===== src/rtl/cfg_port_pkg.sv =====
package cfg_port_pkg;

  localparam int KEY_LEN = 4;

  localparam logic [7:0] IX_EXIT    = 8'h02;
  localparam logic [7:0] IX_LDN     = 8'h07;
  localparam logic [7:0] IX_ID_HI   = 8'h20;
  localparam logic [7:0] IX_ID_LO   = 8'h21;
  localparam logic [7:0] IX_REV     = 8'h22;
  localparam logic [7:0] IX_ACT     = 8'h30;
  localparam logic [7:0] IX_BASE_HI = 8'h60;
  localparam logic [7:0] IX_BASE_LO = 8'h61;

  localparam logic [7:0] EXIT_CMD   = 8'h02;
  localparam logic [7:0] SEALED_RD  = 8'hFF;

  // byte expected at position pos of the unlock key
  function automatic logic [7:0] key_at(input int pos);
    case (pos)
      0:       key_at = 8'h87;
      1:       key_at = 8'h01;
      default: key_at = 8'h55;
    endcase
  endfunction

endpackage


===== src/rtl/cfg_rst_sync.sv =====
module cfg_rst_sync #(
  parameter int STAGES = 2
) (
  input  logic clk,
  input  logic rst_n,
  output logic rst_n_sync
);

  logic [STAGES-1:0] sync_q;
  logic [STAGES-1:0] sync_d;

  always_comb begin
    sync_d = {sync_q[STAGES-2:0], 1'b1};
  end

  always_ff @(posedge clk or negedge rst_n) begin
    if (!rst_n) begin
      sync_q <= '0;
    end else begin
      sync_q <= sync_d;
    end
  end

  assign rst_n_sync = sync_q[STAGES-1];

endmodule


===== src/rtl/cfg_key_match.sv =====
module cfg_key_match
  import cfg_port_pkg::*;
(
  input  logic       clk,
  input  logic       rst_n,
  input  logic       key_wr,
  input  logic [7:0] key_byte,
  output logic       key_hit
);

  localparam int CW = $clog2(KEY_LEN);
  localparam logic [CW-1:0] LAST = CW'(KEY_LEN - 1);

  logic [CW-1:0] pos_q;
  logic [CW-1:0] pos_d;

  always_comb begin
    pos_d   = pos_q;
    key_hit = 1'b0;
    if (key_wr) begin
      if (key_byte == key_at(int'(pos_q))) begin
        if (pos_q == LAST) begin
          key_hit = 1'b1;
          pos_d   = '0;
        end else begin
          pos_d = pos_q + 1'b1;
        end
      end else if (key_byte == key_at(0)) begin
        pos_d = CW'(1);
      end else begin
        pos_d = '0;
      end
    end
  end

  always_ff @(posedge clk or negedge rst_n) begin
    if (!rst_n) begin
      pos_q <= '0;
    end else if (key_wr) begin
      pos_q <= pos_d;
    end
  end

endmodule


===== src/rtl/cfg_dev_bank.sv =====
module cfg_dev_bank
  import cfg_port_pkg::*;
#(
  parameter logic [7:0] DEV_LDN = 8'h07
) (
  input  logic        clk,
  input  logic        rst_n,
  input  logic        wr_en,
  input  logic [7:0]  idx,
  input  logic [7:0]  ldn_sel,
  input  logic [7:0]  wdata,
  output logic        active,
  output logic [15:0] base,
  output logic [7:0]  rd_val
);

  logic        sel;
  logic        act_q, act_d;
  logic [15:0] base_q, base_d;
  logic        upd;

  assign sel = (ldn_sel == DEV_LDN);
  assign upd = wr_en && sel;

  always_comb begin
    act_d  = act_q;
    base_d = base_q;
    if (upd) begin
      case (idx)
        IX_ACT:     act_d         = wdata[0];
        IX_BASE_HI: base_d[15:8]  = wdata;
        IX_BASE_LO: base_d[7:0]   = wdata;
        default: ;
      endcase
    end
  end

  always_ff @(posedge clk or negedge rst_n) begin
    if (!rst_n) begin
      act_q  <= 1'b0;
      base_q <= '0;
    end else if (upd) begin
      act_q  <= act_d;
      base_q <= base_d;
    end
  end

  always_comb begin
    rd_val = 8'h00;
    if (sel) begin
      case (idx)
        IX_ACT:     rd_val = {7'b0, act_q};
        IX_BASE_HI: rd_val = base_q[15:8];
        IX_BASE_LO: rd_val = base_q[7:0];
        default:    rd_val = 8'h00;
      endcase
    end
  end

  assign active = act_q;
  assign base   = base_q;

endmodule


===== src/rtl/cfg_port_ctrl.sv =====
module cfg_port_ctrl
  import cfg_port_pkg::*;
#(
  parameter int                  ADDR_W     = 16,
  parameter logic [ADDR_W-1:0]   INDEX_ADDR = 16'h002E,
  parameter logic [15:0]         CHIP_ID    = 16'h8712,
  parameter logic [7:0]          CHIP_REV   = 8'h18,
  parameter int                  NUM_DEV    = 3,
  parameter logic [8*NUM_DEV-1:0] DEV_LDNS  = 24'h0A_09_07
) (
  input  logic                    clk,
  input  logic                    rst_n,
  input  logic [ADDR_W-1:0]       io_addr,
  input  logic                    io_wr,
  input  logic                    io_rd,
  input  logic [7:0]              io_wdata,
  output logic [7:0]              io_rdata,
  output logic                    cfg_unlocked,
  output logic [NUM_DEV-1:0]      dev_active,
  output logic [16*NUM_DEV-1:0]   dev_base
);

  localparam logic [ADDR_W-1:0] DATA_ADDR = INDEX_ADDR + ADDR_W'(1);

  logic       rst_n_int;
  logic       is_idx, is_dat;
  logic       key_wr, key_hit, dat_wr;
  logic       unl_q, unl_d;
  logic [7:0] idx_q, idx_d;
  logic [7:0] ldn_q, ldn_d;
  logic [7:0] rdata_q, rdata_d;
  logic [7:0] glob_val, reg_val;
  logic [7:0] bank_val [NUM_DEV];

  cfg_rst_sync #(.STAGES(2)) u_rst_sync (
    .clk        (clk),
    .rst_n      (rst_n),
    .rst_n_sync (rst_n_int)
  );

  assign is_idx = (io_addr == INDEX_ADDR);
  assign is_dat = (io_addr == DATA_ADDR);
  assign key_wr = io_wr && is_idx && !unl_q;
  assign dat_wr = io_wr && is_dat && unl_q;

  cfg_key_match u_key (
    .clk      (clk),
    .rst_n    (rst_n_int),
    .key_wr   (key_wr),
    .key_byte (io_wdata),
    .key_hit  (key_hit)
  );

  for (genvar g = 0; g < NUM_DEV; g++) begin : g_bank
    cfg_dev_bank #(.DEV_LDN(DEV_LDNS[g*8 +: 8])) u_bank (
      .clk     (clk),
      .rst_n   (rst_n_int),
      .wr_en   (dat_wr),
      .idx     (idx_q),
      .ldn_sel (ldn_q),
      .wdata   (io_wdata),
      .active  (dev_active[g]),
      .base    (dev_base[g*16 +: 16]),
      .rd_val  (bank_val[g])
    );
  end

  // global register read mux
  always_comb begin
    case (idx_q)
      IX_LDN:   glob_val = ldn_q;
      IX_ID_HI: glob_val = CHIP_ID[15:8];
      IX_ID_LO: glob_val = CHIP_ID[7:0];
      IX_REV:   glob_val = {4'h0, CHIP_REV[3:0]};
      default:  glob_val = 8'h00;
    endcase
  end

  // banks return zero unless selected and addressed, so OR-merge them
  always_comb begin
    reg_val = glob_val;
    for (int i = 0; i < NUM_DEV; i++) begin
      reg_val = reg_val | bank_val[i];
    end
  end

  always_comb begin
    unl_d   = unl_q;
    idx_d   = idx_q;
    ldn_d   = ldn_q;
    rdata_d = rdata_q;
    if (key_hit) begin
      unl_d = 1'b1;
    end
    if (io_wr && is_idx && unl_q) begin
      idx_d = io_wdata;
    end
    if (dat_wr && idx_q == IX_LDN) begin
      ldn_d = io_wdata;
    end
    if (dat_wr && idx_q == IX_EXIT && io_wdata == EXIT_CMD) begin
      unl_d = 1'b0;
      idx_d = 8'h00;
    end
    if (io_rd && is_idx) begin
      rdata_d = unl_q ? idx_q : SEALED_RD;
    end else if (io_rd && is_dat) begin
      rdata_d = unl_q ? reg_val : SEALED_RD;
    end
  end

  always_ff @(posedge clk or negedge rst_n_int) begin
    if (!rst_n_int) begin
      unl_q   <= 1'b0;
      idx_q   <= 8'h00;
      ldn_q   <= 8'h00;
      rdata_q <= 8'h00;
    end else begin
      unl_q   <= unl_d;
      idx_q   <= idx_d;
      ldn_q   <= ldn_d;
      rdata_q <= rdata_d;
    end
  end

  assign io_rdata     = rdata_q;
  assign cfg_unlocked = unl_q;

endmodule


===== config.mk =====
export PLATFORM = sky130hd
export DESIGN_NAME = cfg_port_ctrl
export DESIGN_NICKNAME = d
export VERILOG_FILES = /design/src/rtl/cfg_port_pkg.sv /design/src/rtl/cfg_rst_sync.sv /design/src/rtl/cfg_key_match.sv /design/src/rtl/cfg_dev_bank.sv /design/src/rtl/cfg_port_ctrl.sv
export SDC_FILE = /design/constraint.sdc
export NUM_CORES = 1
export LEC_CHECK = 0
export BUFFER_PORTS_ARGS = -buffer_cell sky130_fd_sc_hd__clkbuf_2
export CAP_MARGIN = 15
export CORE_MARGIN = 4
export CORE_UTILIZATION = 30
export DETAILED_ROUTE_END_ITERATION = 8
export GPL_TIMING_DRIVEN = 0
export PLACE_DENSITY = 0.55
export SLEW_MARGIN = 10
export SYNTH_ARGS = -nofsm -noshare
export SYNTH_HDL_FRONTEND = slang
export SYNTH_SLANG_ARGS = --single-unit

===== constraint.sdc =====
create_clock -name clk -period 5.1 [get_ports clk]
set_input_delay 0.51 -clock clk [delete_from_list [all_inputs] [get_ports clk]]
set_output_delay 0.51 -clock clk [all_outputs]
set_load 0.01 [all_outputs]

# ---- Word level (Yosys, flattened, before mapping)
# Index checks and enable logic that the tools add are counted.
dict set report totals {
  register_bits 80
  input_bits 28
  output_inout_bits 60
  elab_cells 87
}
dict set report classes {
  addsub 1
  eq_ne 18
  mux 23
  bitwise 3
  reduce_logical 27
}
# op n
set ops {}
lappend ops {{$mux W8} 10}
lappend ops {{$pmux W8 S3} 3}
lappend ops {{$eq A16 B6 Y1 const B} 2}
lappend ops {{$eq A8 B6 Y1 const B} 4}
lappend ops {{$pmux W8 S4} 1}
lappend ops {{$or A8 B8 Y8} 3}
lappend ops {{$reduce_and A2 Y1} 9}
lappend ops {{$eq A8 B2 Y1 const B} 2}
lappend ops {{$eq A8 B3 Y1 const B} 2}
lappend ops {{$eq A8 B4 Y1 const B} 2}
lappend ops {{$eq A8 B7 Y1 const B} 2}
lappend ops {{$pmux W8 S2} 1}
lappend ops {{$logic_and A1 B1 Y1} 13}
lappend ops {{$eq A8 B8 Y1} 1}
lappend ops {{$eq A8 B8 Y1 const B} 1}
lappend ops {{$mux W1} 6}
lappend ops {{$reduce_bool A2 Y1} 3}
lappend ops {{$mux W2} 2}
lappend ops {{$add A2 B1 Y2 const B} 1}
lappend ops {{$eq A2 B1 Y1 const B} 1}
lappend ops {{$eq A2 B2 Y1 const B} 1}
lappend ops {{$logic_not A2 Y1} 1}
lappend ops {{$logic_not A1 Y1} 1}

# ---- Depth between registers and ports, before layout
# Gate-level depths: netlist (run 1).
dict set report logic_depth {
  depth_word 9
  mapped_depth 7
  ltp_nobuf 7
}

# ---- Cells and area by module
# A second synthesis (run 1) with hierarchy kept.
dict set report unflattened {
  hier_cells 368
  hier_area_um2 4277.9
}
# mod instances cells_each area_each_um2
set by_module_without_submodules {}
lappend by_module_without_submodules {cfg_dev_bank 3 68 878.3}
lappend by_module_without_submodules {cfg_port_ctrl 1 133 1340.0}
lappend by_module_without_submodules {cfg_key_match 1 28 249.0}
lappend by_module_without_submodules {cfg_rst_sync 1 3 53.8}

# ---- Least setup slack after synthesis (run 1)
# No wires, ideal clock.
dict set report synth_timing {
  path_kind {input -> register}
  start {input io_addr[5]}
  end {register g_bank[1].u_bank.base_q[11]}
  setup_time_ns 0.125
  t_arrival_ns 2.158
  t_required_ns 4.975
  setup_slack_ns 2.817
  stages 7
  path_cell_list {and4_1 -> buf_4 -> and3_1 -> buf_2 -> nand3_4 -> nor4_4 -> mux2_2}
}
dict set report synth_via {
  elab_chain_len 5
}
# element line_no
set synth_rtl {}
lappend synth_rtl {{start, declared} cfg_port_ctrl.sv:13} ;# input logic [ADDR_W-1:0] io_addr,
lappend synth_rtl {{$eq A16 B6 Y1} cfg_port_ctrl.sv:42} ;# assign is_dat = (io_addr == DATA_ADDR);
lappend synth_rtl {{$logic_and A1 B1 Y1 (2 in a row)} cfg_port_ctrl.sv:44} ;# assign dat_wr = io_wr && is_dat && unl_q;
lappend synth_rtl {{$logic_and A1 B1 Y1} cfg_dev_bank.sv:23} ;# assign upd = wr_en && sel;
lappend synth_rtl {{$reduce_and A2 Y1 (no line)} n/a}
lappend synth_rtl {{end signal, assigned} cfg_dev_bank.sv:44} ;# base_q <= base_d;
lappend synth_rtl {{end, declared} cfg_dev_bank.sv:19} ;# logic [15:0] base_q, base_d;
# No other way between the ends.
# A chain may end at the register's enable or synchronous reset.

# ---- Worst setup path after layout (run 1)
dict set report layout_timing {
  start {register idx_q[0]}
  end {register rdata_q[6] (netlist: io_rdata[6])}
}
dict set report layout_via {
  elab_chain_len 9
}
# element line_no
set layout_rtl {}
lappend layout_rtl {{start, declared} cfg_port_ctrl.sv:29} ;# logic [7:0] idx_q, idx_d;
lappend layout_rtl {{start signal, assigned} cfg_port_ctrl.sv:120} ;# idx_q <= idx_d;
lappend layout_rtl {{$eq A8 B7 Y1 / $eq A8 B6 Y1 (equally long branches)} cfg_dev_bank.sv:51} ;# case (idx)
lappend layout_rtl {{$pmux W8 S3} cfg_dev_bank.sv:51}
lappend layout_rtl {{$mux W8} cfg_dev_bank.sv:50} ;# if (sel) begin
lappend layout_rtl {{$or A8 B8 Y8 (2 in a row)} cfg_port_ctrl.sv:83} ;# reg_val = reg_val | bank_val[i];
lappend layout_rtl {{$or A8 B8 Y8 *} cfg_port_ctrl.sv:83}
lappend layout_rtl {{$mux W8 *} cfg_port_ctrl.sv:108} ;# rdata_d = unl_q ? reg_val : SEALED_RD;
lappend layout_rtl {{$mux W8 *} cfg_port_ctrl.sv:107} ;# end else if (io_rd && is_dat) begin
lappend layout_rtl {{$mux W8 *} cfg_port_ctrl.sv:105} ;# if (io_rd && is_idx) begin
lappend layout_rtl {{end signal, assigned} cfg_port_ctrl.sv:122} ;# rdata_q <= rdata_d;
lappend layout_rtl {{end, declared} cfg_port_ctrl.sv:31} ;# logic [7:0] rdata_q, rdata_d;
# Every way passes the cells marked *; elsewhere a longest branch is shown, timed or not. The select of a mux whose other input is x is not followed.

==> summary.txt, run 1 <==
Status
  – Run status: finished, final reports clean

Yosys
  – Post-synthesis average cell area: 12.1 um^2
  – Number of nets in the synthesized netlist: 376
  – Cell count after synthesis: 343
  – Synth area leaders: dfrtp_1 (48%), mux2_2 (19%), a2111oi_0 (1.7%), mux2i_1 (1.7%), nor4_4 (1.5%)
  – Primary flip-flop cell chosen by synthesis mapping: dfrtp_1
  – Count of unique library cells instantiated by Yosys: 50
  – Synth warnings: 0
  – Synthesized flop and latch total: 80
  – Biggest area consumer among synthesized cells: dfrtp_1
  – Async set-reset flop share out of synthesis: 100%
  – Share of Yosys cell area claimed by the top area cell type: 48.4%
  – Number of flops mapped to enable cells by yosys: 0
  – Post-Synthesis Cell Area: 4130 um^2
  – Fraction of the yosys area taken by sequential cells: 48.4%

Worst setup path
  – Crit path required time: 5.29 ns
  – Worst Path Arrival: 3.05 ns
  – Endpoint of the lowest-slack register-to-register path: io_rdata[6]
  – Critical path class: flip-flop to flip-flop
  – R2R depth: 6
  – Minimum setup slack among reg-to-reg paths: 2.24 ns
  – Worst reg2reg startpoint: idx_q[0]
  – Startpoint kind of the worst setup timing path: flip-flop
  – Kind of end point of the critical path: flip-flop
  – Maximum fanout encountered on the critical timing path: 10

Timing
  – Worst slew margin relative to its limit: 45.9%
  – Final worst-path cycle share: 56.2%
  – Final min period: 2.86 ns
  – Clock skew: 0.00697 ns
  – Final hold slack: 0.227 ns
  – Final max-slew violation count: 0
  – RSZ-0062 raised after global routing: no
  – Highest clock frequency the design can meet: 349 MHz
  – Final setup violating endpoints: 0
  – Final TNS setup: 0 ns
  – Fin. Hold Viols: 0
  – Worst slew pin tran: 0.791 ns
  – Min setup slack post-route: 2.24 ns

Detailed routing
  – Final wirelength: 11900 um
  – Via density per instance: 5.27
  – Final routed DRC violation total: 0
  – DRC marker count from the first detailed-route iteration: 177
  – Drt first pass iters: 4
  – Via count: 3275
  – Avg WL per Cell: 19.1 um
  – Post-route ant nets: 0

Place
  – HPWL reported at the end of detailed placement: 8900 um
  – Area after detailed placement: 4810 um^2
  – Count of port buffers added during placement: 84
  – Setup Slack @ Placement: 2.24 ns
  – Routability Congestion: 0.853

CTS
  – Count of instances resized after the clock tree is built: 0
  – Number of H-tree levels: 3
  – Clock Latency Late Sink: 0.34 ns
  – Root Buffer Master: clkbuf_16
  – TritonCTS clock tree: done
  – Buffers inserted by post-CTS timing repair: 0
  – Clk pin slew, worst setup/hold paths: 0.06 ns
  – Number of clock buffers inserted by TritonCTS: 9
  – Sinks on the clock net: 80
  – CTS Buffer Depth: 2

Cells and area
  – Final core utilization: 38.1%
  – Fillers: 1345
  – Number of nets in the final layout: 473
  – Most common library cell in the layout ignoring fill and taps: clkbuf_2
  – Layout overhead on the synthesized area: 23.1%
  – Layout cell share with drive strength beyond 1: 42.2%
  – Total area of multi-input combinational cells: 2030 um^2
  – Commonest cells after routing, fill and taps aside: clkbuf_2 (85), dfrtp_1 (79), mux2_2 (70), nor2_1 (13)
  – Post-route cell area: 5090 um^2
  – Area taken by flip-flops and latches: 2010 um^2
  – Number of antenna diodes: 0

Run
  – Max Cap Viol: 0

Pwr
  – Peak supply drop: 124 uV
  – Pwr per Cell Area: 250 nW/um^2
  – Leakage power: 2.40 nW

GRT
  – Overall routing resource usage: 15.6%
  – Vias in the first global route: 3424
  – Maximum number of pins on one net before global-route repair: 58
  – Global-route wire length before repair: 19300 um
  – Number of antenna violations at the first check in global routing: 0
  – Total global routing overflow: 0

Floorplanning
  – I/O pin count: 88
  – Number of rows created at floorplan: 42
  – Height of the die: 125 um
  – Core ar.: 13300 um^2
  – Overall die area: 15700 um^2
  – Horizontal die dimension: 125 um
  – Initial cell density of the core: 31.0%

Worst hold path
  – Type of the most critical hold path: flip-flop to asynchronous set/reset pin
[cells by family (layout without fill, tap and decap cells)]
| family | after synthesis | after routing | share of synthesized area (%) |
|---|---|---|---|
| compound gates | 56 | 56 | 9.81 |
| fa+ha+maj | 5 | 5 | 1.51 |
| flops | 80 | 80 | 48.4 |
| buf+inv | 23 | 125 | 2.54 |
| xor+xnor | 1 | 1 | 0.212 |
| other cells | 1 | 1 | 0.0907 |
| mux | 78 | 78 | 21.0 |
| simple gates | 99 | 99 | 16.4 |
[power breakdown]
| group | total (mW) | switching (mW) | internal [mW] |
|---|---|---|---|
| clock network | 0.591 | 0.252 | 0.339 |
| logic | 0.0416 | 0.0283 | 0.0133 |
| registers | 0.640 | 0.00377 | 0.636 |
[registers in the layout, summed over array words and instances, names as in the netlist]
signal,cells
g_bank.u_bank.base,48
u_key.pos_q,2
ldn_q,8
cfg_unlocked,1
io_rdata,8
g_bank.u_bank.active,3
idx_q,8
u_rst_sync.sync_q,2
[worst max path at each step]
stage,from,endpoint,slack [ns],cells after the start
final,idx_q[0],io_rdata[6],2.24,6
after global routing,idx_q[0],io_rdata[4],2.10,6
after CTS,idx_q[0],io_rdata[6],2.26,6
after detailed placement,io_addr[4],io_rdata[7],2.24,7
after global placement,u_rst_sync.sync_q[1],u_key.pos_q[1],1.83,0
after floorplan,u_rst_sync.sync_q[1],cfg_unlocked,2.71,0
[area by class of cell]
cell class,instances,share of cell area [%]
Buffer,21,1.92
Clock buffer,10,4.70
Clock inverter,6,0.688
Inverter,2,0.147
Multi-Input combinational cell,240,39.8
Sequential cell,80,39.4
Tap cell,176,4.33
Timing Repair Buffer,86,9.00
[layer usage]
layer | vias to the layer above | share of wire, % | global-route usage [%] | wire, um
met3 | 10 | 5.6 | 2.60 | 666
met2 | 92 | 49 | 26.0 | 5830
met4 | 0 | 0.89 | 4.97 | 106
met5 | - | 0 | 0 | 0
li1 | 1526 | - | - | -
met1 | 1647 | 44 | 20.7 | 5250
[synthesized netlist by cell type, drive strengths merged (8+ instances only)]
cell / count
a2111oi: 8
a21oi: 10
a31oi: 8
buf: 8
clkbuf: 13
dfrtp: 80
mux2: 71
nand2: 10
nand3: 10
nor2: 13
nor3: 15
nor4: 9
[worst max-delay path, cell delays in order, from the launching register on]
cell       delay [ns]
dfrtp_1          0.32
buf_2            0.21
buf_1            0.65
clkbuf_1         0.51
a211oi_1         0.18
a2111oi_0        0.74
nor3_1           0.11
[per-stage QoR]
step           std cells  power (mW)
2_1_floorplan        343       0.666
3_3_place_gp         603       0.689
3_5_place_dp         604       0.694
4_1_cts              621        1.29
5_1_grt              621        1.32
6_report             621        1.27
[what timing repair did]
item,in CTS,in global routing
endpoints found under the setup margin,0,0
hold endpoints to repair,2,0
hold buffers,1,0
(Power assumes the default switching activity.)
==> inputs of run 2 (changes only) <==
PLACE_DENSITY = 0.57   (was 0.55)
clock period = 2.41 ns   (was 5.1 ns; I/O delays follow)
==> summary.txt, run 2 (synthesized netlist as in run 1, its figures left out) <==
Timing
  – Worst slew margin relative to its limit: 52.8%
  – Fin. Hold Viols: 0
  – Highest clock frequency the design can meet: 431 MHz
  – Final setup violating endpoints: 0
  – Clock skew: 0.0130 ns
  – Final TNS setup: 0 ns
  – Worst slew pin tran: 0.699 ns
  – Final worst-path cycle share: 96.4%
  – Final max-slew violation count: 0
  – RSZ-0062 raised after global routing: yes
  – Final min period: 2.32 ns

Cells and area
  – Number of antenna diodes: 0
  – Final core utilization: 39.9%
  – Most common library cell in the layout ignoring fill and taps: clkbuf_2
  – Layout overhead on the synthesized area: 28.8%
  – Layout cell share with drive strength beyond 1: 46.5%
  – Number of nets in the final layout: 484
  – Commonest cells after routing, fill and taps aside: clkbuf_2 (87), dfrtp_1 (79), mux2_2 (70), buf_4 (13), nor2_1 (12)
  – Number of flip-flops under the largest register name: 48

Worst setup path
  – Kind of end point of the critical path: flip-flop
  – Crit path required time: 2.60 ns
  – Startpoint kind of the worst setup timing path: flip-flop
  – Critical path class: flip-flop to flip-flop
  – Cell family with the largest share of critical-path delay: compound AO/OA/AOI/OAI gates
  – Slowest stage delay, CP: 0.65 ns
  – Slowest library cell on the worst path: a2111oi_1
  – Maximum fanout encountered on the critical timing path: 10
  – Worst Path Arrival: 2.52 ns
  – Bufs and invs on worst path: 1
  – Worst reg2reg startpoint: ldn_q[0]
  – Startpoint of the worst setup timing path: ldn_q[0]
  – Cells along the critical path: and3b_1, clkbuf_1, a221oi_1, a211oi_1, a2111oi_1, nor3_1

Place
  – Count of port buffers added during placement: 84
  – HPWL reported at the end of detailed placement: 8910 um
  – Routability Congestion: 0.850

CTS
  – Number of H-tree levels: 3
  – Sinks on the clock net: 80
  – Root Buffer Master: clkbuf_16
  – CTS Buffer Depth: 2
  – Clk pin slew, worst setup/hold paths: 0.07 ns
  – TritonCTS clock tree: done
  – Clock Latency Late Sink: 0.35 ns
  – Number of clock buffers inserted by TritonCTS: 9

Worst hold path
  – Type of the most critical hold path: primary input to flip-flop
  – Startpoint of the tightest hold check path: io_addr[0]

Pwr
  – Leakage power: 2.52 nW
  – Peak supply drop: 367 uV
  – Pwr per Cell Area: 567 nW/um^2

GRT
  – Maximum number of pins on one net before global-route repair: 42
  – Vias in the first global route: 3509
  – Global-route wire length before repair: 19500 um
  – Most crowded layer after global routing: met2
  – Met3 Usage GRT: 3.84%
  – Overall routing resource usage: 15.7%
  – Routing usage on met2: 25.9%
  – Number of antenna violations at the first check in global routing: 0
  – Total global routing overflow: 0
  – Met1 Track Usage GR: 20.5%

Status
  – Run status: finished, final reports clean

Floorplanning
  – Overall die area: 15700 um^2
  – Initial cell density of the core: 31.0%
  – Core ar.: 13300 um^2
  – Number of rows created at floorplan: 42
  – Horizontal die dimension: 125 um
  – Height of the die: 125 um
  – I/O pin count: 88

Detailed routing
  – Final routed DRC violation total: 0
  – Drt first pass iters: 4
  – DRC marker count from the first detailed-route iteration: 203
  – Avg WL per Cell: 19.7 um
  – Post-route ant nets: 0
  – Via density per instance: 5.33
  – Via count: 3366
  – Final wirelength: 12500 um

Run
  – Max Cap Viol: 0
==> run 2: cell types whose count changed in the layout (fill, tap and decap cells not counted), moves of 3 or more <==
cell       delta
buf_12        +3
bufinv_16     +3
a2111oi_0     -5
a2111oi_2     +3
buf_4         +9
clkinv_2      -3
==> run 2: per-stage QoR <==
step | power, mW | setup WS (ns) | hold WS, ns | std cells | area, um^2
3_5_place_dp | 1.47 | -0.390 | 0.0286 | 604 | 4800
4_1_cts | 3.05 | 0.00881 | 0.140 | 632 | 5280
2_1_floorplan | 1.41 | 0.0170 | -0.0546 | 343 | 4130
3_3_place_gp | 1.46 | -0.853 | 0.0284 | 603 | 4770
5_1_grt | 3.12 | -0.0155 | 0.167 | 632 | 5320
6_report | 3.02 | 0.0874 | 0.151 | 632 | 5320
==> run 2: worst reg2reg max path, stage by stage (launching register included) <==
cell,delay [ns]
dfrtp_1,0.46
and3b_1,0.23
clkbuf_1,0.26
a221oi_1,0.37
a211oi_1,0.10
a2111oi_1,0.65
nor3_1,0.11
==> run 2: repair_timing <==
item	CTS	global route
endpoints found under the hold margin	2	0
pin swaps	6	0
buffers inserted	11	0
hold buffers	1	0
endpoints found under the setup margin	60	54
gates cloned	0	0
resized for setup	6	15
==> run 2: final timing paths <==
path | end | slack, ns | cells past startpoint
min in group asynchronous | u_rst_sync.sync_q[1] | 0.23 | 2
max in group asynchronous | g_bank[0].u_bank.base[2] | 1.50 | 1
worst min-delay path | cfg_unlocked | 0.15 | 2
worst min register to register | g_bank[2].u_bank.base[5] | 0.31 | 0
worst max register to register | io_rdata[6] | 0.09 | 6
worst max-delay path | io_rdata[6] | 0.09 | 6
==> run 2: area by class of cell <==
| type | instances | area (um^2) |
|---|---|---|
| plain buffers | 21 | 101 |
| clock buffers | 9 | 225 |
| clock inverters | 7 | 120 |
| fillers | 1331 | 8030 |
| inverters | 2 | 7.51 |
| multi-input cells | 240 | 2080 |
| flip-flops and latches | 80 | 2010 |
| well taps | 176 | 220 |
| repair buffers | 97 | 558 |
==> run 2: routing by layer <==
metal  vias to the layer above  routed length, um
met4                         0                211
met3                        14                743
li1                       1543                  -
met1                      1696               5460
met5                         -                  0
met2                       113               6040
==> run 2: power breakdown <==
part,internal [mW],leakage [nW],switching (mW)
combinational,0.0269,1.24,0.0565
sequential,1.35,1.11,0.0129
clock,1.01,0.166,0.563
